==> config.mk <==
export PLATFORM = sky130hd
export DESIGN_NAME = mgmt_serial_slave
export DESIGN_NICKNAME = d
export VERILOG_FILES = /design/src/rtl/mss_pkg.sv /design/src/rtl/mss_rst_sync.sv /design/src/rtl/mss_regfile.sv /design/src/rtl/mss_tx_drive.sv /design/src/rtl/mss_frame_fsm.sv /design/src/rtl/mgmt_serial_slave.sv
export SDC_FILE = /design/constraint.sdc
export NUM_CORES = 1
export LEC_CHECK = 0
export BUFFER_PORTS_ARGS = -buffer_cell sky130_fd_sc_hd__buf_2
export CAP_MARGIN = 15
export CORE_ASPECT_RATIO = 2
export CORE_MARGIN = 4
export CORE_UTILIZATION = 51
export CTS_CLUSTER_SIZE = 30
export DETAILED_ROUTE_END_ITERATION = 10
export HOLD_SLACK_MARGIN = 0.05
export PLACE_DENSITY = 0.78
export SYNTH_ARGS = -nofsm -noshare
export SYNTH_HDL_FRONTEND = slang
export SYNTH_SLANG_ARGS = --single-unit
==> constraint.sdc <==
create_clock -name mdc -period 52.8 [get_ports mdc]
set_clock_uncertainty 0.15 [all_clocks]
set_input_delay 7.92 -clock mdc [delete_from_list [all_inputs] [get_ports mdc]]
set_output_delay 7.92 -clock mdc [all_outputs]
set_load 0.005 [all_outputs]
==> src/rtl/mss_pkg.sv <==
package mss_pkg;

  typedef enum logic [1:0] {
    ST_SKIP  = 2'd0,
    ST_IDLE  = 2'd1,
    ST_START = 2'd2,
    ST_BODY  = 2'd3
  } mss_state_e;

  localparam int OP_W   = 2;
  localparam int TA_W   = 2;
  localparam logic [OP_W-1:0] OP_READ  = 2'b10;
  localparam logic [OP_W-1:0] OP_WRITE = 2'b01;

endpackage

==> src/rtl/mss_rst_sync.sv <==
module mss_rst_sync #(
  parameter int STAGES = 2
) (
  input  logic clk,
  input  logic rst_n,
  output logic rst_sync_n
);

  logic [STAGES-1:0] chain_q;

  always_ff @(posedge clk or negedge rst_n) begin
    if (!rst_n) begin
      chain_q <= '0;
    end else begin
      chain_q <= {chain_q[STAGES-2:0], 1'b1};
    end
  end

  assign rst_sync_n = chain_q[STAGES-1];

endmodule

==> src/rtl/mss_regfile.sv <==
module mss_regfile #(
  parameter int AW = 5,
  parameter int DW = 16
) (
  input  logic          clk,
  input  logic          rst_n,
  input  logic          we,
  input  logic [AW-1:0] waddr,
  input  logic [DW-1:0] wdata,
  input  logic [AW-1:0] ra_a,
  output logic [DW-1:0] rd_a,
  input  logic [AW-1:0] ra_b,
  output logic [DW-1:0] rd_b
);

  localparam int NREG = 1 << AW;

  logic [DW-1:0] ent_w [NREG];

  generate
    for (genvar gi = 0; gi < NREG; gi++) begin : g_ent
      logic          en;
      logic [DW-1:0] val_q;

      assign en = we && (waddr == AW'(gi));

      always_ff @(posedge clk or negedge rst_n) begin
        if (!rst_n) begin
          val_q <= '0;
        end else if (en) begin
          val_q <= wdata;
        end
      end

      assign ent_w[gi] = val_q;
    end
  endgenerate

  assign rd_a = ent_w[ra_a];
  assign rd_b = ent_w[ra_b];

endmodule

==> src/rtl/mss_tx_drive.sv <==
module mss_tx_drive #(
  parameter int DW = 16
) (
  input  logic          clk,
  input  logic          rst_n,
  input  logic          load,
  input  logic [DW-1:0] load_data,
  input  logic          lead_zero,
  input  logic          shift,
  input  logic          stop,
  output logic          mdio_o,
  output logic          mdio_oe
);

  logic [DW-1:0] sh_q, sh_d;
  logic          o_q, o_d;
  logic          oe_q, oe_d;

  always_comb begin
    sh_d = sh_q;
    o_d  = o_q;
    oe_d = oe_q;
    if (load) begin
      sh_d = load_data;
    end
    if (lead_zero) begin
      oe_d = 1'b1;
      o_d  = 1'b0;
    end
    if (shift) begin
      o_d  = sh_q[DW-1];
      sh_d = {sh_q[DW-2:0], 1'b0};
    end
    if (stop) begin
      oe_d = 1'b0;
      o_d  = 1'b0;
    end
  end

  always_ff @(posedge clk or negedge rst_n) begin
    if (!rst_n) begin
      sh_q <= '0;
      o_q  <= 1'b0;
      oe_q <= 1'b0;
    end else begin
      sh_q <= sh_d;
      o_q  <= o_d;
      oe_q <= oe_d;
    end
  end

  assign mdio_o  = o_q;
  assign mdio_oe = oe_q;

endmodule

==> src/rtl/mss_frame_fsm.sv <==
module mss_frame_fsm
  import mss_pkg::*;
#(
  parameter int PHY_AW = 5,
  parameter int REG_AW = 5,
  parameter int DATA_W = 16
) (
  input  logic              clk,
  input  logic              rst_n,
  input  logic              mdio_i,
  input  logic [PHY_AW-1:0] strap,
  output logic [REG_AW-1:0] rd_addr,
  input  logic [DATA_W-1:0] rd_data,
  output logic              tx_load,
  output logic [DATA_W-1:0] tx_data,
  output logic              tx_zero,
  output logic              tx_shift,
  output logic              tx_stop,
  output logic              wr_req,
  output logic [REG_AW-1:0] wr_addr,
  output logic [DATA_W-1:0] wr_data
);

  localparam int HDR_W    = OP_W + PHY_AW + REG_AW;
  localparam int BODY_LEN = HDR_W + TA_W + DATA_W;
  localparam int POS_W    = $clog2(BODY_LEN);
  localparam logic [POS_W-1:0] P_HDR_LAST = POS_W'(HDR_W - 1);
  localparam logic [POS_W-1:0] P_TA1      = POS_W'(HDR_W);
  localparam logic [POS_W-1:0] P_TA2      = POS_W'(HDR_W + 1);
  localparam logic [POS_W-1:0] P_DAT0     = POS_W'(HDR_W + TA_W);
  localparam logic [POS_W-1:0] P_LAST     = POS_W'(BODY_LEN - 1);

  mss_state_e        state_q, state_d;
  logic [POS_W-1:0]  pos_q, pos_d;
  logic [HDR_W-2:0]  hdr_q;
  logic [DATA_W-2:0] dat_q;
  logic [PHY_AW-1:0] my_addr_q;
  logic              rd_hit_q, wr_hit_q;
  logic              wr_req_q;
  logic [REG_AW-1:0] wr_addr_q;
  logic [DATA_W-1:0] wr_data_q;

  logic [HDR_W-1:0]  hdr_nxt;
  logic [OP_W-1:0]   op_now;
  logic [PHY_AW-1:0] phy_now;
  logic              in_body;
  logic              at_hdr_last;
  logic              addr_match;
  logic              rd_now, wr_now;
  logic              hdr_en, dat_en, hit_en, strap_en, wr_fire;

  // header assembled including the bit on the line this cycle
  assign hdr_nxt     = {hdr_q, mdio_i};
  assign op_now      = hdr_nxt[HDR_W-1 -: OP_W];
  assign phy_now     = hdr_nxt[REG_AW +: PHY_AW];
  assign in_body     = (state_q == ST_BODY);
  assign at_hdr_last = in_body && (pos_q == P_HDR_LAST);
  assign addr_match  = (phy_now == my_addr_q);
  assign rd_now      = at_hdr_last && addr_match && (op_now == OP_READ);
  assign wr_now      = at_hdr_last && addr_match && (op_now == OP_WRITE);

  // clock enables
  assign strap_en = (state_q == ST_SKIP);
  assign hdr_en   = in_body && (pos_q <= P_HDR_LAST);
  assign dat_en   = in_body && (pos_q >= P_DAT0) && (pos_q != P_LAST);
  assign hit_en   = at_hdr_last || (state_q == ST_START);
  assign wr_fire  = in_body && (pos_q == P_LAST) && wr_hit_q;

  // next state
  always_comb begin
    state_d = state_q;
    pos_d   = pos_q;
    unique case (state_q)
      ST_SKIP: begin
        state_d = ST_IDLE;
      end
      ST_IDLE: begin
        if (!mdio_i) begin
          state_d = ST_START;
        end
      end
      ST_START: begin
        if (mdio_i) begin
          state_d = ST_BODY;
          pos_d   = '0;
        end
      end
      ST_BODY: begin
        if (pos_q == P_LAST) begin
          state_d = ST_IDLE;
        end else begin
          pos_d = pos_q + 1'b1;
        end
      end
      default: begin
        state_d = ST_IDLE;
      end
    endcase
  end

  // registers
  always_ff @(posedge clk or negedge rst_n) begin
    if (!rst_n) begin
      state_q <= ST_SKIP;
      pos_q   <= '0;
    end else begin
      state_q <= state_d;
      pos_q   <= pos_d;
    end
  end

  always_ff @(posedge clk or negedge rst_n) begin
    if (!rst_n) begin
      my_addr_q <= '0;
    end else if (strap_en) begin
      my_addr_q <= strap;
    end
  end

  always_ff @(posedge clk or negedge rst_n) begin
    if (!rst_n) begin
      hdr_q <= '0;
    end else if (hdr_en) begin
      hdr_q <= hdr_nxt[HDR_W-2:0];
    end
  end

  always_ff @(posedge clk or negedge rst_n) begin
    if (!rst_n) begin
      dat_q <= '0;
    end else if (dat_en) begin
      dat_q <= {dat_q[DATA_W-3:0], mdio_i};
    end
  end

  always_ff @(posedge clk or negedge rst_n) begin
    if (!rst_n) begin
      rd_hit_q <= 1'b0;
      wr_hit_q <= 1'b0;
    end else if (hit_en) begin
      rd_hit_q <= rd_now;
      wr_hit_q <= wr_now;
    end
  end

  always_ff @(posedge clk or negedge rst_n) begin
    if (!rst_n) begin
      wr_req_q <= 1'b0;
    end else begin
      wr_req_q <= wr_fire;
    end
  end

  always_ff @(posedge clk or negedge rst_n) begin
    if (!rst_n) begin
      wr_addr_q <= '0;
      wr_data_q <= '0;
    end else if (wr_fire) begin
      wr_addr_q <= hdr_q[REG_AW-1:0];
      wr_data_q <= {dat_q, mdio_i};
    end
  end

  // read-back path control
  assign rd_addr  = hdr_nxt[REG_AW-1:0];
  assign tx_load  = rd_now;
  assign tx_data  = rd_data;
  assign tx_zero  = in_body && rd_hit_q && (pos_q == P_TA1);
  assign tx_shift = in_body && rd_hit_q && (pos_q >= P_TA2) && (pos_q != P_LAST);
  assign tx_stop  = in_body && rd_hit_q && (pos_q == P_LAST);

  assign wr_req  = wr_req_q;
  assign wr_addr = wr_addr_q;
  assign wr_data = wr_data_q;

endmodule

==> src/rtl/mgmt_serial_slave.sv <==
module mgmt_serial_slave #(
  parameter int PHY_AW = 5,
  parameter int REG_AW = 5,
  parameter int DATA_W = 16
) (
  input  logic              mdc,
  input  logic              rst_n,
  input  logic [PHY_AW-1:0] phy_addr_strap,
  input  logic              mdio_i,
  output logic              mdio_o,
  output logic              mdio_oe,
  input  logic [REG_AW-1:0] rf_addr,
  output logic [DATA_W-1:0] rf_rdata,
  output logic              rf_we,
  output logic [REG_AW-1:0] rf_waddr,
  output logic [DATA_W-1:0] rf_wdata
);

  logic              rst_i_n;
  logic [REG_AW-1:0] fsm_raddr;
  logic [DATA_W-1:0] fsm_rdata;
  logic              tx_load, tx_zero, tx_shift, tx_stop;
  logic [DATA_W-1:0] tx_data;

  mss_rst_sync #(.STAGES(2)) u_rst (
    .clk        (mdc),
    .rst_n      (rst_n),
    .rst_sync_n (rst_i_n)
  );

  mss_frame_fsm #(
    .PHY_AW (PHY_AW),
    .REG_AW (REG_AW),
    .DATA_W (DATA_W)
  ) u_fsm (
    .clk      (mdc),
    .rst_n    (rst_i_n),
    .mdio_i   (mdio_i),
    .strap    (phy_addr_strap),
    .rd_addr  (fsm_raddr),
    .rd_data  (fsm_rdata),
    .tx_load  (tx_load),
    .tx_data  (tx_data),
    .tx_zero  (tx_zero),
    .tx_shift (tx_shift),
    .tx_stop  (tx_stop),
    .wr_req   (rf_we),
    .wr_addr  (rf_waddr),
    .wr_data  (rf_wdata)
  );

  mss_regfile #(
    .AW (REG_AW),
    .DW (DATA_W)
  ) u_regs (
    .clk   (mdc),
    .rst_n (rst_i_n),
    .we    (rf_we),
    .waddr (rf_waddr),
    .wdata (rf_wdata),
    .ra_a  (fsm_raddr),
    .rd_a  (fsm_rdata),
    .ra_b  (rf_addr),
    .rd_b  (rf_rdata)
  );

  mss_tx_drive #(.DW(DATA_W)) u_tx (
    .clk       (mdc),
    .rst_n     (rst_i_n),
    .load      (tx_load),
    .load_data (tx_data),
    .lead_zero (tx_zero),
    .shift     (tx_shift),
    .stop      (tx_stop),
    .mdio_o    (mdio_o),
    .mdio_oe   (mdio_oe)
  );

endmodule

==> results.yml, run 1 <==
run:
  cap_violations: 0
final_layout:
  drive_gt1_share_pct: 56.3
  nNetsFinal: 1899
  area_delta_synth_final_pct: 8.92
  final_cell_mix: "dfrtp_1 (590), mux2_2 (583), mux4_2 (289), mux2i_1 (61), clkbuf_16 (53)"
  finish.utilization_pct: 56.3
  layout_commonest_cell: "dfrtp_1"
yosys:
  synthDominantCellAreaShare_pct: 48.5
  synth_warnings: 0
  syn_area_um2: 30700
  muxShareOfSynthArea_pct: 44.6
  syn-num-nets: 1934
  synth-seq-cells: 594
  ys_seq_area_share_pct: 48.5
  synth_edf_count: 0
  ys_async_sr_fraction_pct: 100
  avgSynthCellArea_um2: 16.0
  synth_top_family_by_area: "multiplexers"
  yosysTopAreaCell: "dfrtp_1"
  synth_ff_type: "dfrtp_1"
  syn_inst: 1913
  synthAdderAreaFrac_pct: 0.326
  yosys.area_share.simple_pct: 1.95
  synthTopCellsByArea: "dfrtp_1 (48%), mux2_2 (21%), mux4_2 (21%)"
  synth-compound-area-share_pct: 1.69
  yosysUniqueCellTypes: 42
  synthXorXnorAreaFrac_pct: 0.200
timing:
  tightest_slew_ns: 1.40
  min_period_over_period_pct: 36.1
  maxSlewViolCount: 0
  rsz0062_at_grt: "false"
  setup_slack_ns: 33.76
  tns_ns: 0
  timing.fmax_mhz: 52.5
  hold_viol: 0
  finalSetupViolations: 0
  relSlewSlack_pct: 6.67
  period_needed_ns: 19.04
worst_setup_path:
  cp-end-kind: "output port"
  crit_path_start_kind: "input port"
  worstPathMaxFanout: 55
  arrival_ns: 10.97
  worst-setup-path-type: "input port to output port"
  r2r_slack_ns: 48.99
  rr_startpoint: "u_rst.chain_q[1]"
  crit_required_ns: 44.73
  reg2reg_to: "u_regs.g_ent[4].val_q[15]"
  reg2regPathDepth: 4
drt:
  wl_um: 86100
  drc: 0
  wire_per_inst_um: 32.1
  viasPerCell: 6.97
  ant_nets: 0
  via_count: 18702
  drtIter0Drc: 1545
  drt_first_pass_iters: 5
floorplan:
  io_pins: 53
  die_h_um: 355
  fp-row-count: 126
  dieWidth_um: 181
  initial_core_util_pct: 51.7
  die_area_um2: 64300
  core_area_um2: 59300
hold_path:
  hold_end: "u_rst.chain_q[1]"
  hold_start: "u_rst.chain_q[0]"
  hold_depth: 0
  hp-class: "register to register"
place:
  place_congestion: 0.832
  post-place-ws_ns: 33.66
  dp_hpwl_um: 51200
  io_buffers: 52
clock_network:
  root_buffer: "clkbuf_16"
  cts_sinks: 594
  cts_max_level: 2
  cts_resized: 0
  cts-buffers-inserted: 53
  postCtsSetupRepairBufs: 0
  cts.clk_slew.worst_paths_ns: 0.06
  clkLatencyLatePin_ns: 0.60
  hold_buffers: 0
  clock_path_buffers: 3
  cts_tree: "yes"
grt:
  grt_usage_pct: 26.8
  grt_max_degree: 88
  antenna_found_initial: 1
  grt_pass1_wl_um: 129000
  grt_pass1_vias: 20074
  overflow: 0
power_and_ir_drop:
  ir_worst_vdd_v: 0.0000252
  p_leak_uw: 0.0153
  cellPowerDensity_nw_per_um2: 31.2
run_status:
  status: "complete, no violations"
## sequential cells by signal (all words and copies together) (netlist names)
| signal | flops |
|---|---|
| u_fsm.hdr_q | 11 |
| u_fsm.rd_hit_q | 1 |
| u_fsm.wr_data | 16 |
| u_fsm.wr_req | 1 |
| u_regs.g_ent.val_q | 512 |
| u_fsm.state_q | 2 |
| u_tx.mdio_o | 1 |
| u_rst.chain_q | 2 |
| u_tx.mdio_oe | 1 |
| u_fsm.dat_q | 15 |
| u_fsm.my_addr_q | 5 |
| u_fsm.wr_addr | 5 |
| u_fsm.pos_q | 5 |
| u_tx.sh_q | 16 |
| u_fsm.wr_hit_q | 1 |
## cells by family after synthesis
family,count (synthesis)
muxes,933
DFF,594
buffers and inverters,185
and+or+nand+nor,112
AOI/OAI and AO/OA,73
adders and majority gates,8
xor gates and xnor gates,7
other,1
## per-layer routing
metal | share of wire (%) | GRT usage (%) | vias up
met5 | 0.029 | 0 | -
met4 | 7.7 | 16.0 | 2
met3 | 6.8 | 3.90 | 339
met2 | 50 | 45.3 | 971
met1 | 35 | 32.5 | 10024
li1 | - | - | 7366
## critical path, cell delays in order
cell and delay [ns]:
clkbuf_8 0.57, buf_4 0.79, mux4_2 0.61, mux4_2 0.50
mux2_2 0.35, buf_2 0.16
## final cells by class
cell class	instances	area [µm²]
Fill cell	4597	25900
Multi-Input combinational cell	1134	15200
Sequential cell	594	14900
Clock buffer	82	1590
Tap cell	768	961
Timing Repair Buffer	90	629
Clock inverter	11	166
Inverter	5	18.8
Antenna cell	1	2.50
## stage by stage
step	std cells	cell area, µm²	hold WS [ns]	total power (µW)
final	2685	33400	0.201	1040
after global routing	2684	33400	0.216	1070
after CTS	2681	33300	0.204	1040
after detailed placement	2588	31600	0.189	651
after global placement	2588	31600	0.185	648
after floorplan	1913	30700	0.181	605
## how the worst max path moves through the flow
stage,depth (start not counted),slack [ns],start,endpoint
floorplan,0,34.87,u_rst.chain_q[1],u_fsm.dat_q[0]
global placement,6,33.72,rf_addr[0],rf_rdata[7]
detailed placement,6,33.66,rf_addr[0],rf_rdata[7]
CTS,6,33.67,rf_addr[0],rf_rdata[7]
global route,6,33.53,rf_addr[0],rf_rdata[7]
finish,6,33.76,rf_addr[0],rf_rdata[7]
## report_power, final
group	switching (µW)	total (µW)	internal [µW]
Combinational	94.4	155	61.1
Sequential	23.9	489	465
Clock	172	397	225
## synthesized netlist by cell type, drive strengths merged, types with 4 or more instances
cell,n
nor2b,7
a221o,13
clkbuf,95
nor4,4
nand4,4
o22ai,13
o31ai,4
nand3,7
buf,85
nor3,9
a21oi,17
a22o,13
nand2b,6
o21ai,8
xnor2,5
nand2,33
nor2,23
nand4b,4
inv,5
mux4,289
ha,8
mux2,583
mux2i,61
dfrtp,594
Power figures use the tool's default switching activity.
==> run 2, diff against run 1 <==
==> constraint.sdc (replaced) <==
create_clock -name mdc -period 19.3 [get_ports mdc]
set_clock_uncertainty 0.15 [all_clocks]
set_input_delay 2.895 -clock mdc [delete_from_list [all_inputs] [get_ports mdc]]
set_output_delay 2.895 -clock mdc [all_outputs]
set_load 0.005 [all_outputs]
==> run 2 against run 1 <==
Final cell count stayed put; sequential share of layout area hardly changed; total power grew to 2.8 times the previous value; register-to-register slack worse by 33 ns; critical endpoint unchanged; largest cell class unchanged; largest power group unchanged.
==> results.yml, run 2 (synthesized netlist as in run 1, its figures left out) <==
worst_setup_path:
  path_cells: "clkbuf_8 > buf_4 > mux4_2 > mux4_2 > mux2_2 > buf_2"
  arrival_ns: 5.94
  crit_required_ns: 16.26
  crit_path_start_kind: "input port"
  cp_num_buf_inv: 3
  cp_slowest_cell: "buf_4"
  cpLargestDelayFamily: "buffers and inverters"
  worstPathMaxFanout: 55
  cpMostUsedCell: "mux4_2"
  cp_slowest_stage_delay_ns: 0.79
  cp-end-kind: "output port"
  worst-setup-path-type: "input port to output port"
drt:
  via_count: 18640
  drc: 0
  wire_per_inst_um: 32.1
  ant_nets: 0
  drt_first_pass_iters: 7
  wl_um: 86200
  drtIter0Drc: 1767
  viasPerCell: 6.94
floorplan:
  initial_core_util_pct: 51.7
  core_area_um2: 59300
  dieWidth_um: 181
  die_area_um2: 64300
  fp-row-count: 126
  io_pins: 53
  die_h_um: 355
grt:
  antenna_found_initial: 0
  grt_pass1_vias: 19944
  grt_pass1_wl_um: 129000
  grt_usage_pct: 26.8
  overflow: 0
  grt_max_degree: 88
place:
  dp_hpwl_um: 51000
  dpl-instance-area_um2: 31600
  io_buffers: 52
  place_congestion: 0.832
clock_network:
  clkLatencyLatePin_ns: 0.60
  postCtsSetupRepairBufs: 0
  cts-buffers-inserted: 51
  hold_buffers: 0
  cts_tree: "yes"
  cts_resized: 0
  cts_sinks: 594
  root_buffer: "clkbuf_16"
  cts.clk_slew.worst_paths_ns: 0.06
  clock_path_buffers: 3
  cts_max_level: 2
timing:
  rsz0062_at_grt: "false"
  finalSetupViolations: 0
  hold_viol: 0
  timing.fmax_mhz: 111
  tns_ns: 0
  period_needed_ns: 8.99
  relSlewSlack_pct: 10.1
  maxSlewViolCount: 0
  tightest_slew_ns: 1.35
  whs_ns: 0.200
  min_period_over_period_pct: 46.6
power_and_ir_drop:
  pwr-share-seq_pct: 46.7
  p_int_uw: 2070
  ir_worst_vdd_v: 0.0000749
  clockPowerShare_pct: 38.5
  switching_share_pct: 28.0
  p_switching_uw: 802
  p_leak_uw: 0.0154
  pwr-share-comb_pct: 14.8
  cellPowerDensity_nw_per_um2: 85.8
run:
  cap_violations: 0
hold_path:
  hp-class: "register to register"
final_layout:
  antennaDiodeCount: 0
  fill_cells: 4609
  final_cell_mix: "dfrtp_1 (590), mux2_2 (583), mux4_2 (289), mux2i_1 (61), clkbuf_16 (53)"
  design_area_um2: 33400
  drive_gt1_share_pct: 56.7
  multiInputGateArea_um2: 15200
  largest_reg_flops: 512
  area_delta_synth_final_pct: 9.01
  largest_register: "u_regs.g_ent.val_q"
  layout_commonest_cell: "dfrtp_1"
  nNetsFinal: 1897
  area.sequential_um2: 14900
run_status:
  status: "complete, no violations"
-- run 2: layer usage --
| layer | part of all wire, % | vias up | track usage [%] | routed length [µm] |
|---|---|---|---|---|
| li1 | - | 7335 | - | - |
| met1 | 35 | 10135 | 32.3 | 30400 |
| met2 | 51 | 871 | 45.7 | 44000 |
| met3 | 6.6 | 299 | 4.02 | 5710 |
| met4 | 6.9 | 0 | 15.8 | 5990 |
| met5 | 0 | - | 0 | 0 |
-- run 2: area by class of cell --
cell class              count  share of cell area [%]
inverters                   5                  0.0562
flip-flops and latches    594                    44.5
clock buffers              70                    4.49
well taps                 768                    2.87
clock inverters            24                   0.850
multi-input cells        1134                    45.3
repair buffers             90                    1.88
-- run 2: stage by stage --
stage,setup WS (ns),std cells,power (µW),utilization [%]
after floorplan,1.37,1913,1650,-
after detailed placement,10.22,2588,1780,53.2
after CTS,10.23,2682,2880,56.2
final,10.31,2685,2870,56.4
after global placement,10.27,2588,1770,53.2
after global routing,10.07,2685,2950,56.4
-- run 2: power by group through the flow --
stage	sequential, µW	combinational (µW)	clock [µW]
6_report	1340	424	1100
5_1_grt	1340	449	1160
4_1_cts	1340	422	1120
3_5_place_dp	1360	421	0
3_3_place_gp	1360	412	0
2_1_floorplan	1330	323	0
-- run 2: worst paths after layout --
path	startpoint	end	slack, ns	depth (start not counted)
max in group asynchronous	u_rst.chain_q[1]	u_regs.g_ent[7].val_q[15]	15.53	4
min in group asynchronous	u_rst.chain_q[1]	u_regs.g_ent[21].val_q[14]	0.35	0
worst max-delay path	rf_addr[0]	rf_rdata[7]	10.31	6
worst min-delay path	u_rst.chain_q[0]	u_rst.chain_q[1]	0.20	0
worst max register to register	u_rst.chain_q[1]	u_regs.g_ent[7].val_q[15]	15.53	4
worst min register to register	u_rst.chain_q[0]	u_rst.chain_q[1]	0.20	0
==> run 3, diff against run 2 <==
==> constraint.sdc (replaced) <==
create_clock -name mdc -period 9.15 [get_ports mdc]
set_clock_uncertainty 0.15 [all_clocks]
set_input_delay 1.3725 -clock mdc [delete_from_list [all_inputs] [get_ports mdc]]
set_output_delay 1.3725 -clock mdc [all_outputs]
set_load 0.005 [all_outputs]
==> run 3 against run 2 <==
Wire length shrank 1.9%; final cell count increased by 0.60%; flip-flop and latch count did not move; die area is the same; utilization up 0.21 points; critical endpoint is now rf_rdata[5]; highest routed layer unchanged.
==> results.yml, run 3 (synthesized netlist as in run 1, its figures left out) <==
floorplan:
  io_pins: 53
  initial_core_util_pct: 51.7
  die_h_um: 355
  core_area_um2: 59300
  fp-row-count: 126
  dieWidth_um: 181
  die_area_um2: 64300
power_and_ir_drop:
  cellPowerDensity_nw_per_um2: 182
  p_leak_uw: 0.0154
  power.total_uw: 6100
  ir_worst_vdd_v: 0.000215
place:
  io_buffers: 52
  place_inst: 2598
  place_congestion: 0.881
  dp_hpwl_um: 51000
clock_network:
  cts_tree: "yes"
  cts_sinks: 594
  clock_path_buffers: 3
  cts-buffers-inserted: 55
  hold_buffers: 0
  clkLatencyLatePin_ns: 0.60
  cts_resized: 0
  cts.clk_slew.worst_paths_ns: 0.06
  cts_max_level: 2
  root_buffer: "clkbuf_16"
  postCtsSetupRepairBufs: 0
drt:
  viasPerCell: 6.88
  drtIter0Drc: 1711
  drt_first_pass_iters: 5
  wire_per_inst_um: 31.3
  ant_nets: 0
  wl_um: 84600
  drc: 0
  via_count: 18589
grt:
  grt_pass1_wl_um: 128000
  grt_usage_pct: 26.3
  antenna_found_initial: 1
  grt_max_degree: 191
  grt_pass1_vias: 20339
  overflow: 0
timing:
  maxSlewViolCount: 0
  tightest_slew_ns: 1.22
  relSlewSlack_pct: 18.7
  finalSetupViolations: 0
  period_needed_ns: 5.77
  min_period_over_period_pct: 63.0
  hold_viol: 0
  tns_ns: 0
  rsz0062_at_grt: "false"
  timing.fmax_mhz: 173
worst_setup_path:
  arrival_ns: 4.25
  critPathLaunch: "rf_addr[1]"
  reg2regPathDepth: 7
  cpMostUsedCell: "mux4_2"
  path_cells: "buf_6 > buf_4 > mux4_2 > mux4_2 > mux2_2 > buf_2"
  rr_startpoint: "u_fsm.hdr_q[2]"
  crit_path_start_kind: "input port"
  cp_slowest_stage_delay_ns: 0.68
  cp_slowest_cell: "buf_6"
  worstPathMaxFanout: 87
  crit_required_ns: 7.63
  worst-setup-path-type: "input port to output port"
  cp-end-kind: "output port"
run:
  cap_violations: 0
hold_path:
  hp-class: "register to register"
  hold_start: "u_rst.chain_q[0]"
  hold_depth: 0
final_layout:
  final_cell_mix: "dfrtp_1 (590), mux2_2 (583), mux4_2 (289), mux2i_1 (61), clkbuf_16 (55)"
  area_delta_synth_final_pct: 9.42
  nNetsFinal: 1909
  drive_gt1_share_pct: 56.4
  layout_commonest_cell: "dfrtp_1"
  largest_reg_flops: 512
  layout.cells.non_filler: 2701
  largest_register: "u_regs.g_ent.val_q"
  finish.utilization_pct: 56.6
run_status:
  status: "complete, no violations"
run 3: cell types whose count changed in the layout (fill, tap and decap cells not counted), moves of 4 or more:
cell and change:
clkbuf_8 +8, buf_12 +4, clkinv_2 -4, nand2_1 +8
buf_4 +6, nand2_2 -8, clkbuf_1 +4
run 3: per-stage QoR:
stage	setup slack, ns	instance area (µm²)	hold WS [ns]
after floorplan	3.24	30700	0.181
after global placement	3.34	31600	0.183
after detailed placement	3.32	31600	0.187
after CTS	3.32	33500	0.202
after global routing	3.21	33500	0.219
final	3.38	33500	0.201
run 3: final timing paths:
kind,to,slack [ns]
max,rf_rdata[5],3.38
min,u_rst.chain_q[1],0.20
max reg2reg,u_tx.sh_q[4],5.86
min reg2reg,u_rst.chain_q[1],0.20
max in group asynchronous,u_fsm.hdr_q[0],6.42
min in group asynchronous,u_regs.g_ent[23].val_q[9],0.31
run 3: metal layers:
layer	GRT usage [%]	up-vias	wire length (µm)
li1	-	7360	-
met1	31.7	10040	29600
met2	44.0	892	42200
met3	4.63	297	6320
met4	16.3	0	6440
met5	0	-	0
run 3: final cells by class:
class	count	area, µm²
Antenna cell	1	2.50
Clock buffer	84	1680
Clock inverter	17	195
Fill cell	4596	25700
Inverter	5	18.8
Multi-Input combinational cell	1134	15100
Sequential cell	594	14900
Tap cell	768	961
Timing Repair Buffer	98	699
run 3: power breakdown:
part / switching, µW / leakage [µW] / internal (µW)
Clock: 1010 / 0.000931 / 1370
Sequential: 153 / 0.00823 / 2690
Combinational: 522 / 0.00627 / 354
run 3: critical path: cells and delay by family:
family / cells / cell delay (ns)
mux: 3 / 1.29
buf+inv: 3 / 1.47
